## src/rtl/int_alu_cf_pkg.sv

```systemverilog
package int_alu_cf_pkg;
  localparam int OPW = 6;

  typedef enum logic [1:0] {
    GRP_ARITH = 2'b00,
    GRP_CMP   = 2'b01,
    GRP_LOGIC = 2'b10,
    GRP_RSVD  = 2'b11
  } grp_e;

  typedef enum logic [1:0] {
    LG_OR   = 2'b00,
    LG_AND  = 2'b01,
    LG_XOR  = 2'b10,
    LG_ANDN = 2'b11
  } lsel_e;

  typedef struct packed {
    grp_e  grp;
    logic  use_imm;
    logic  keep_cf;
    logic  use_cf;
    logic  rev;
    lsel_e lsel;
  } dec_t;

  function automatic dec_t f_decode(input logic [OPW-1:0] op);
    dec_t d;
    d.grp     = grp_e'(op[5:4]);
    d.use_imm = op[3];
    d.keep_cf = op[2];
    d.use_cf  = op[1];
    d.rev     = op[0];
    d.lsel    = lsel_e'(op[1:0]);
    return d;
  endfunction
endpackage

```

## src/rtl/alu_opnd_sel.sv

```systemverilog
module alu_opnd_sel #(
  parameter int W  = 32,
  parameter int IW = 16
) (
  input  logic [W-1:0]  reg_b,
  input  logic [IW-1:0] imm,
  input  logic          use_imm,
  output logic [W-1:0]  b_eff
);
  localparam int EXT = W - IW;

  function automatic logic [W-1:0] f_sext(input logic [IW-1:0] v);
    return {{EXT{v[IW-1]}}, v};
  endfunction

  assign b_eff = use_imm ? f_sext(imm) : reg_b;
endmodule

```

## src/rtl/alu_addsub.sv

```systemverilog
module alu_addsub #(
  parameter int W = 32
) (
  input  logic [W-1:0] a,
  input  logic [W-1:0] b,
  input  logic         rev,
  input  logic         cin,
  output logic [W-1:0] sum,
  output logic         cout
);
  function automatic logic [W:0] f_addc(input logic [W-1:0] x,
                                        input logic [W-1:0] y,
                                        input logic         c);
    return {1'b0, x} + {1'b0, y} + {{W{1'b0}}, c};
  endfunction

  logic [W-1:0] a_term;
  logic [W:0]   full;

  assign a_term      = rev ? ~a : a;
  assign full        = f_addc(b, a_term, cin);
  assign {cout, sum} = full;
endmodule

```

## src/rtl/alu_cmp_fix.sv

```systemverilog
module alu_cmp_fix #(
  parameter int W = 32
) (
  input  logic [W-1:0] diff,
  input  logic         a_msb,
  input  logic         b_msb,
  input  logic         uns,
  output logic [W-1:0] res
);
  logic sign_mix;
  logic fixed_msb;

  assign sign_mix  = a_msb ^ b_msb;
  assign fixed_msb = uns ? a_msb : b_msb;
  assign res       = sign_mix ? {fixed_msb, diff[W-2:0]} : diff;
endmodule

```

## src/rtl/alu_logic.sv

```systemverilog
module alu_logic #(
  parameter int W = 32
) (
  input  logic [W-1:0]         a,
  input  logic [W-1:0]         b,
  input  int_alu_cf_pkg::lsel_e sel,
  output logic [W-1:0]         res
);
  import int_alu_cf_pkg::*;

  always_comb begin
    unique case (sel)
      LG_OR:   res = a | b;
      LG_AND:  res = a & b;
      LG_XOR:  res = a ^ b;
      default: res = a & ~b;
    endcase
  end
endmodule

```

## src/rtl/int_alu_cf.sv

```systemverilog
module int_alu_cf
  import int_alu_cf_pkg::*;
#(
  parameter int W  = 32,
  parameter int IW = 16
) (
  input  logic           clk,
  input  logic           rst_n,
  input  logic           op_valid,
  input  logic [OPW-1:0] op_code,
  input  logic [W-1:0]   op_a,
  input  logic [W-1:0]   op_b,
  input  logic [IW-1:0]  imm16,
  output logic [W-1:0]   result,
  output logic           carry_q
);
  dec_t         dec;
  logic [W-1:0] b_eff;
  logic         add_rev;
  logic         add_cin;
  logic [W-1:0] add_sum;
  logic         add_cout;
  logic [W-1:0] cmp_res;
  logic [W-1:0] lg_res;
  logic         is_cmp;
  logic         flag_we;

  assign dec    = f_decode(op_code);
  assign is_cmp = (dec.grp == GRP_CMP);

  alu_opnd_sel #(.W(W), .IW(IW)) u_sel (
    .reg_b   (op_b),
    .imm     (imm16),
    .use_imm (dec.use_imm),
    .b_eff   (b_eff)
  );

  // compare always forms B + ~A + 1; arithmetic honours its modifiers
  assign add_rev = is_cmp ? 1'b1 : dec.rev;
  assign add_cin = is_cmp ? 1'b1 : (dec.use_cf ? carry_q : dec.rev);

  alu_addsub #(.W(W)) u_add (
    .a    (op_a),
    .b    (b_eff),
    .rev  (add_rev),
    .cin  (add_cin),
    .sum  (add_sum),
    .cout (add_cout)
  );

  alu_cmp_fix #(.W(W)) u_cmp (
    .diff  (add_sum),
    .a_msb (op_a[W-1]),
    .b_msb (b_eff[W-1]),
    .uns   (dec.rev),
    .res   (cmp_res)
  );

  alu_logic #(.W(W)) u_lg (
    .a   (op_a),
    .b   (b_eff),
    .sel (dec.lsel),
    .res (lg_res)
  );

  always_comb begin
    unique case (dec.grp)
      GRP_ARITH: result = add_sum;
      GRP_CMP:   result = cmp_res;
      GRP_LOGIC: result = lg_res;
      default:   result = '0;
    endcase
  end

  assign flag_we = op_valid && (dec.grp == GRP_ARITH) && !dec.keep_cf;

  always_ff @(posedge clk or negedge rst_n) begin
    if (!rst_n)       carry_q <= 1'b0;
    else if (flag_we) carry_q <= add_cout;
  end
endmodule

```

## config.mk

```make
export PLATFORM = sky130hd
export DESIGN_NAME = int_alu_cf
export DESIGN_NICKNAME = d
export VERILOG_FILES = /design/src/rtl/int_alu_cf_pkg.sv /design/src/rtl/alu_opnd_sel.sv /design/src/rtl/alu_addsub.sv /design/src/rtl/alu_cmp_fix.sv /design/src/rtl/alu_logic.sv /design/src/rtl/int_alu_cf.sv
export SDC_FILE = /design/constraint.sdc
export NUM_CORES = 1
export LEC_CHECK = 0
export ABC_CLOCK_PERIOD_IN_PS = 6100
export CAP_MARGIN = 20
export CELL_PAD_IN_SITES_DETAIL_PLACEMENT = 1
export CELL_PAD_IN_SITES_GLOBAL_PLACEMENT = 1
export CORE_MARGIN = 3
export CORE_UTILIZATION = 35
export DETAILED_ROUTE_END_ITERATION = 7
export GPL_TIMING_DRIVEN = 0
export PLACE_DENSITY_LB_ADDON = 0.1
export SYNTH_ARGS = -nofsm -noshare
export SYNTH_HDL_FRONTEND = slang
export SYNTH_SLANG_ARGS = --single-unit
```

## constraint.sdc

```tcl
create_clock -name clk -period 6.1 [get_ports clk]
set_clock_uncertainty 0.1 [all_clocks]
set_input_delay 0.915 -clock clk [delete_from_list [all_inputs] [get_ports clk]]
set_output_delay 0.915 -clock clk [all_outputs]
set_load 0.1 [all_outputs]
```

======== Yosys cells after proc, flatten, opt, wreduce, memory -nomap -nowiden ========
Cells that the tools add are included.
word-level totals
  bits in registers ....................... 1
  bits of input ports ..................... 89
  output and inout port bits .............. 33
  logic and storage cells ................. 28
operators by class
  add/subtract/negate cells ............... 2
  eq/ne operators ......................... 4
  mux-type cells .......................... 9
  bitwise operators ....................... 7
  reductions and logical operators ........ 5
operators by type and width
  cell                                                 count
  one-hot mux 32 bit (3 select lines)                  2
  two-way mux 32 bit                                   3
  AND 32 bit                                           2
  inverter 32 bit                                      2
  adder 32 x 32 -> 33 bit                              1
  adder 33 x 1 -> 33 bit                               1
  bitwise OR 32 bit                                    1
  bitwise XOR 32 bit                                   1
  equality test 2 x 1 -> 1 bit, second input constant  2
  equality test 2 bit, second input constant           2
  zero test 2 bit                                      2
  two-way mux 1 bit                                    4
  logical AND 1 bit                                    2
  zero test 1 bit                                      1
  bitwise XOR 1 bit                                    1

======== Longest topological paths before layout ========
Gate-level depths: netlist (run 1).
  word-level depth ........................ 7
  depth in mapped cells ................... 16
  depth with buffers taken out ............ 13

======== Cells and area by module ========
A second synthesis (run 1) with hierarchy kept.
second synthesis, totals
  cell total of the unflattened synthesis .. 705
  area, all modules ....................... 5710.5 um2
by module, submodules not included
  module        instances  cells each  area each (um2)  sequential area each (um2)
  alu_addsub    1          276         2039.5           0.0
  alu_logic     1          273         1980.6           0.0
  int_alu_cf    1          83          875.8            25.0
  alu_opnd_sel  1          37          549.3            0.0
  alu_cmp_fix   1          36          265.3            0.0

======== Least setup slack after synthesis (run 1) ========
No wires, ideal clock.
  path type ............................... input to output
  start ................................... input port op_code[1]
  end ..................................... output port result[27]
  arrival time ............................ 5758 ps
  required time ........................... 5085 ps
  path slack .............................. -673 ps
  cell stages on the path ................. 13
  buffers on the path ..................... 3
  path through ............................ clkbuf_1 -> buf_2 -> clkbuf_1 -> mux2i_1 -> o21ai_0 -> fa_1 -> a21oi_1 -> nor3b_2 -> o31ai_1 -> a31oi_1 -> a22o_1 -> nor2b_1 -> a211oi_1
on the way
  cells in the longest elaborated chain, start to end .. 5
  elaborated cells between the ends (all ways) .. 9
  those cells by class .................... add/sub: 1; eq/ne: 2; mux: 5; reduce/logical: 1
ends and longest elaborated chain
  element                                RTL line           text
  from (decl)                            int_alu_cf.sv:10   input logic [OPW-1:0] op_code,
  two-way mux 1 bit (2 in series)        int_alu_cf.sv:40   assign add_cin = is_cmp ? 1'b1 : (dec.use_cf ? carry_q : dec.rev);
  adder 33 x 1 -> 33 bit                 alu_addsub.sv:14   return {1'b0, x} + {1'b0, y} + {{W{1'b0}}, c};
  two-way mux 32 bit                     alu_cmp_fix.sv:15  assign res = sign_mix ? {fixed_msb, diff[W-2:0]} : diff;
  one-hot mux 32 bit (3 select lines) *  int_alu_cf.sv:67   unique case (dec.grp)
  to (decl)                              int_alu_cf.sv:14   output logic [W-1:0] result,
Mark *: on every way between the ends. The rest lies on a longest branch, timed or not.

======== Worst setup path in the final report (run 1) ========
  start ................................... input port op_code[5]
  end ..................................... output port result[30]
on the way
  cells in the longest elaborated chain, start to end .. 7
  elaborated cells between the ends (all ways) .. 10
  those cells by class .................... add/sub: 2; eq/ne: 2; mux: 5; reduce/logical: 1
ends and longest elaborated chain
  element                                RTL line                            text
  equality test 2 x 1 -> 1 bit           int_alu_cf.sv:29, int_alu_cf.sv:67
  two-way mux 1 bit                      int_alu_cf.sv:39                    assign add_rev = is_cmp ? 1'b1 : dec.rev;
  two-way mux 32 bit                     alu_addsub.sv:20                    assign a_term = rev ? ~a : a;
  adder 32 x 32 -> 33 bit                alu_addsub.sv:14
  adder 33 x 1 -> 33 bit                 alu_addsub.sv:14
  two-way mux 32 bit                     alu_cmp_fix.sv:15
  one-hot mux 32 bit (3 select lines) *  int_alu_cf.sv:67
Marked as above.

==> results of run 1 <==
timing repair:
item,4_1_cts,5_1_grt
endpoints found under the setup margin,30,24
hold buffers,0,0
resized for setup,91,33
path summary, 6_finish.rpt:
kind	to	slack (ns)	cells past startpoint
setup / recovery	result[30]	0.19	15
hold / removal	carry_q	0.47	1
setup reg to reg	carry_q	2.76	12
hold reg to reg	carry_q	0.47	1
max in group asynchronous	carry_q	4.84	1
min in group asynchronous	carry_q	0.96	1
synth_stat cells, drive strengths merged (4+ instances only):
cell type   n
nand2      29
xor2       15
nand3      15
inv        90
clkbuf     28
a21oi      67
nor2b       4
mux2i      34
a21o       10
buf        11
and2        4
o22ai      24
a211oi      4
o21ai      32
a31oi      36
o21a        6
xnor2      77
nor2       66
and3        5
ha         63
cell usage in the layout (no fill, tap or decap), types with 10 or more instances in the layout:
master and n:
nor2_1 66, a21o_1 10, buf_2 10, o22ai_1 11, xor2_1 15, clkbuf_1 20
a31oi_1 36, clkbuf_4 12, ha_1 63, clkdlybuf4s50_1 94, xnor2_1 77, o21ai_1 15
a21oi_1 60, inv_1 90, o22ai_2 13, nand2_1 29, mux2i_1 33, nand3_1 15
o21ai_0 16
power groups by stage:
stage,combinational (mW),sequential [mW],clock (mW)
finish,1.24,0.0115,0
global route,1.33,0.0117,0
CTS,1.24,0.0114,0
detailed placement,1.25,0.0114,0
global placement,1.23,0.0113,0
floorplan,0.923,0.0274,0
worst reg2reg max path, cell delays in order, from the launching register on:
cell and delay [ns]:
dfrtp_1 0.39, mux2i_1 0.13, o21ai_0 0.13, fa_1 0.43
fa_1 0.44, a21oi_2 0.20, o21ai_2 0.11, a211oi_4 0.33
o211a_1 0.33, nor3b_2 0.10, nor2_1 0.14, o21ai_1 0.11
mux2_2 0.27
stage by stage:
step / hold slack [ns] / setup slack (ns) / instances / area (µm²) / total power [mW]
floorplan: 0.519 / 0.0361 / 662 / 4490 / 0.950
global placement: 0.459 / -1.49 / 948 / 5880 / 1.24
detailed placement: 0.468 / -1.52 / 948 / 5880 / 1.26
CTS: 0.468 / 0.00580 / 947 / 5900 / 1.25
global route: 0.482 / -0.0123 / 947 / 5900 / 1.34
finish: 0.471 / 0.188 / 947 / 5900 / 1.25
cells by family (layout without fill, tap and decap cells):
group	after synthesis	in the layout	synth area share
flops	1	1	0.00569
buf+inv	131	248	0.116
simple gates	137	137	0.141
compound gates	200	200	0.283
fa+ha+maj	65	65	0.188
mux	36	36	0.0825
xor+xnor	92	92	0.183
routing by layer:
metal / share of wire / vias to the layer above / track usage
met4: 0.0071 / 0 / 0.0300
met3: 0.024 / 10 / 0.00865
li1: - / 2539 / -
met1: 0.47 / 2463 / 0.320
met2: 0.50 / 89 / 0.429
met5: 0 / - / 0
cell type report:
cell class,instances,area [µm²]
sequential,1,25.0
tap,168,210
fill,1617,6260
timing repair buffer,118,1140
multi-input combinational,530,4000
inverter,92,347
buffer,38,183
==> results.tsv, run 1 <==
stage	metric	value	unit
run_status	outcome	finished clean	
die	# rows	40	
synthesis	syn_nets	816	
worst_setup_path	Bufs and invs on worst path	4	
routing	Routed WL per cell	18.1	µm
final_layout	share of layout cells above drive strength 1	0.0899	
timing	worst relative slew slack	0.322	
power_and_ir_drop	worst vdd ir	0.160	mV
routing	first-pass detailed-route iteration total	5	
worst_setup_path	Worst EP required	5.08	ns
final_layout	antenna cells	0	
worst_setup_path	crit path max fanout	10	
final_layout	Top reg by flops	carry_q	
global_routing	largest net degree at the start of global routing	20	
die	area of the core	12200	µm²
worst_setup_path	critical setup path kind	in -> out	
synthesis	ranking of synthesized cells by area	ha_1 18%, xnor2_1 15%, mux2i_1 7.7%	
run	max_cap viols	0	
synthesis	Seq/Total Area, Yosys	0.00569	
worst_setup_path	Worst setup startpoint	op_code[5]	
routing	Detail Route Antenna Nets	0	
power_and_ir_drop	PD cells	212	nW/µm²
timing	Final Hold Violating Endpoints	0	
timing	Max Slew Vio Count	0	
placement	dpl hpwl	14.2	mm
global_routing	grt ovf	0	
synthesis	#FFs+latches synth	1	
routing	via/cell ratio	5.39	
clock_network	later-pin clock latency in the skew report	0	ns
global_routing	gr usage total	0.237	
final_layout	Largest regs	carry_q (1)	
clock_network	Clk pin slew, worst setup/hold paths	0	ns
worst_setup_path	cells along the critical path	clkdlybuf4s50_1 -> clkbuf_4 -> buf_4 -> o21ai_0 -> fa_1 -> fa_1 -> a21oi_2 -> o21ai_2 -> a211oi_4 -> nand3_1 -> and4_4 -> a22oi_1 -> mux2_2 -> nand3_1 -> buf_6	
global_routing	vias in the first global route	5374	
die	I/O Pins	122	
power_and_ir_drop	leak pwr	2.64	nW
power_and_ir_drop	Internal	0.403	mW
power_and_ir_drop	Seq pwr share	0.009	
routing	WL final	17.1	mm
global_routing	initial antenna violation count	0	
placement	GP Congestion	0.928	
synthesis	Synth area leader	ha_1	
synthesis	Mapped Area	4400	µm²
worst_setup_path	Worst Setup End Kind	primary output	
global_routing	first-pass GRT wire length	27.6	mm
routing	Initial DRC Count	145	
synthesis	Post-synth EDFFs	0	
synthesis	Unique masters post-synth	55	
worst_hold_path	worst min path class	reg -> reg	
final_layout	Util after Layout	0.485	
power_and_ir_drop	switching share of total power	0.678	
power_and_ir_drop	NetSw	0.850	mW
timing	Worst Tran Pin Value	1.01	ns
worst_setup_path	crit path DAT	4.90	ns
die	die area	13900	µm²
die	die span in y	118	µm
timing	fmax	169	MHz
routing	Remaining DRCs	0	
worst_setup_path	CP delay by family, top	buffers and inverters	
synthesis	syn avg cell area	6.64	µm²
worst_hold_path	hold_sp	carry_q	
die	Die W	118	µm
synthesis	synth warn	0	
timing	crit share post-route	0.969	
worst_setup_path	delay of the slowest critical-path stage	0.50	ns
placement	port bufs	118	
worst_setup_path	startpoint class of the critical path	input pin	
routing	Vias	5101	
synthesis	most common flop cell mapped by yosys	dfrtp_1	
timing	Setup-failing EPs final	0	
final_layout	Layout area overhead	34.2	%
final_layout	Final nets	935	
worst_setup_path	reg2reg start	carry_q	
clock_network	Setup Fix Bufs, Post-CTS	0	
synthesis	Post-Synthesis Cells	662	
final_layout	Largest register FFs	1	
power_and_ir_drop	clock power share	0	
power_and_ir_drop	Gate power share	0.991	
timing	setup_tns	0	ns
synthesis	share of the synthesized area in the top cell type	0.179	
die	Starting Density	0.362	
worst_setup_path	Max stage delay cell, worst path	clkdlybuf4s50_1	
timing	crit path time final	5.91	ns
synthesis	ys async rst share	1.00	
Power figures use the tool's default switching activity.
==> run 2: changes to the inputs <==
--- a/config.mk
+++ b/config.mk
@@ -14,6 +14,7 @@
 export DETAILED_ROUTE_END_ITERATION = 7
 export GPL_TIMING_DRIVEN = 0
 export PLACE_DENSITY_LB_ADDON = 0.1
+export RECOVER_POWER = 25
 export SYNTH_ARGS = -nofsm -noshare
 export SYNTH_HDL_FRONTEND = slang
 export SYNTH_SLANG_ARGS = --single-unit
==> run 2 against run 1 <==
  * Power barely moved
  * Routed wire length barely moved
  * First-iteration DRC count stayed put
  * Flip-flop and latch count unchanged
  * Design area did not move
  * Worst hold slack worse by 0.0058 ns
  * Utilization did not move
  * Via count about the same
==> results.tsv, run 2 (synthesis results as in run 1) <==
stage	metric	value	unit
timing	fmax	169	MHz
final_layout	antenna cells	0	
global_routing	first-pass GRT wire length	27.6	mm
global_routing	largest net degree at the start of global routing	20	
timing	Final WS setup	0.187	ns
power_and_ir_drop	PD cells	212	nW/µm²
worst_setup_path	startpoint class of the critical path	input pin	
final_layout	commonest non-fill, non-tap cell in the layout	clkdlybuf4s50_1	
routing	Detail Route Antenna Nets	0	
global_routing	vias in the first global route	5374	
worst_setup_path	Worst EP required	5.08	ns
global_routing	grt ovf	0	
final_layout	Largest register FFs	1	
placement	dpl cells	948	
worst_setup_path	critical setup path kind	in -> out	
run	max_cap viols	0	
final_layout	commonest non-fill, non-tap cells in the layout	92 x clkdlybuf4s50_1, 90 x inv_1, 77 x xnor2_1, 66 x nor2_1, 63 x ha_1	
die	I/O Pins	122	
routing	via/cell ratio	5.39	
clock_network	later-pin clock latency in the skew report	0	ns
timing	Max Slew Vio Count	0	
worst_setup_path	Max stage delay cell, worst path	clkdlybuf4s50_1	
placement	pre-CTS setup slack	-1.52	ns
worst_setup_path	delay of the slowest critical-path stage	0.50	ns
global_routing	gr usage total	0.237	
clock_network	Clk pin slew, worst setup/hold paths	0	ns
power_and_ir_drop	leak pwr	2.64	nW
worst_setup_path	crit path DAT	4.90	ns
routing	Remaining DRCs	0	
global_routing	GR met1 Demand/Resource	0.320	
worst_hold_path	worst min path class	reg -> reg	
global_routing	GR Util met2	0.429	
final_layout	Largest regs	carry_q (1)	
placement	port bufs	118	
timing	Final Hold Violating Endpoints	0	
die	Starting Density	0.362	
global_routing	met3 Use GR	0.00865	
routing	WL final	17.1	mm
timing	crit share post-route	0.969	
worst_setup_path	r2r worst-path depth	12	
routing	Vias	5106	
routing	Routed WL per cell	18.1	µm
timing	worst relative slew slack	0.322	
routing	first-pass detailed-route iteration total	5	
die	# rows	40	
timing	Worst Tran Pin Value	1.01	ns
global_routing	initial antenna violation count	0	
routing	Initial DRC Count	145	
placement	GP Congestion	0.928	
final_layout	share of layout cells above drive strength 1	0.0899	
final_layout	Layout area overhead	34.2	%
final_layout	Top reg by flops	carry_q	
global_routing	GR peak layer	met2	
worst_setup_path	cells along the critical path	clkdlybuf4s50_1 -> clkbuf_4 -> buf_4 -> o21ai_0 -> fa_1 -> fa_1 -> a21oi_2 -> o21ai_2 -> a211oi_4 -> nand3_1 -> and4_4 -> a22oi_1 -> mux2_2 -> nand3_1 -> buf_6	
die	die area	13900	µm²
die	Die W	118	µm
placement	dpl hpwl	14.2	mm
timing	Worst Hold Slack	0.465	ns
final_layout	non-filler cells, final	947	
timing	Setup-failing EPs final	0	
worst_setup_path	Worst Setup End Kind	primary output	
timing	crit path time final	5.91	ns
die	area of the core	12200	µm²
final_layout	cell area after layout	5900	µm²
placement	Post-DP Area	5880	µm²
worst_setup_path	crit path max fanout	10	
power_and_ir_drop	worst vdd ir	0.160	mV
die	die span in y	118	µm
worst_hold_path	hold path depth	1	
final_layout	Final nets	935	
clock_network	hold_buf cts	0	
run_status	outcome	finished clean	
==> run 2: cell types whose count changed in the layout (fill, tap and decap cells not counted), sizes merged <==
| cell | previous run | this run |
|---|---|---|
| dlygate4sd3 | 0 | 2 |
| clkdlybuf4s50 | 94 | 92 |
==> run 2: area by class of cell <==
| cell class | count | area (µm²) |
|---|---|---|
| fillers | 1617 | 6260 |
| multi-input cells | 530 | 4000 |
| repair buffers | 118 | 1140 |
| inverters | 92 | 347 |
| well taps | 168 | 210 |
| plain buffers | 38 | 183 |
| flip-flops and latches | 1 | 25.0 |
==> run 2: timing repair <==
action                     4_1_cts  5_1_grt
gates cloned                     0        0
resized for setup               91       33
hold endpoints to repair         0        0
setup buffers                    0        0
setup endpoints to repair       30       24
==> run 2: worst paths after layout <==
check	from	slack (ns)	endpoint
setup / recovery	op_code[5]	0.19	result[30]
hold / removal	carry_q	0.47	carry_q
setup reg to reg	carry_q	2.76	carry_q
hold reg to reg	carry_q	0.47	carry_q
max in group asynchronous	rst_n	4.77	carry_q
min in group asynchronous	rst_n	1.03	carry_q
==> run 2: routing by layer <==
metal  vias up  share of wire
li1       2539              -
met1      2464           0.47
met2        91           0.50
met3        12          0.025
met4         0         0.0083
met5         -              0
==> run 2: per-stage QoR <==
step	TNS (ns)	utilization	power, mW
CTS	0	0.485	1.25
detailed placement	-30.66	0.484	1.26
global placement	-29.54	0.484	1.24
floorplan	0	-	0.950
finish	0	0.485	1.25
global route	-0.0144	0.485	1.34
==> run 2: where the power goes <==
group	total, mW	internal, mW	switching, mW	leakage, nW
Combinational	1.24	0.393	0.847	2.63
Sequential	0.0114	0.00907	0.00230	0.0126
Clock	0	0	0	0
==> run 2: worst max-delay path: cells and delay by family <==
family | cells | cell delay (ns)
and+or+nand+nor | 3 | 0.51
buffers and inverters | 4 | 1.18
adders and majority gates | 2 | 0.87
muxes | 1 | 0.37
AOI/OAI and AO/OA | 5 | 1.04
==> run 3: changes to the inputs <==
--- a/config.mk
+++ b/config.mk
@@ -11,6 +11,7 @@
 export CELL_PAD_IN_SITES_GLOBAL_PLACEMENT = 1
 export CORE_MARGIN = 3
 export CORE_UTILIZATION = 35
+export CTS_CLUSTER_SIZE = 10
 export DETAILED_ROUTE_END_ITERATION = 7
 export GPL_TIMING_DRIVEN = 0
 export PLACE_DENSITY_LB_ADDON = 0.1
==> results of run 3 <==
The final DEF is identical to that of run 2; final timing and power are the same.
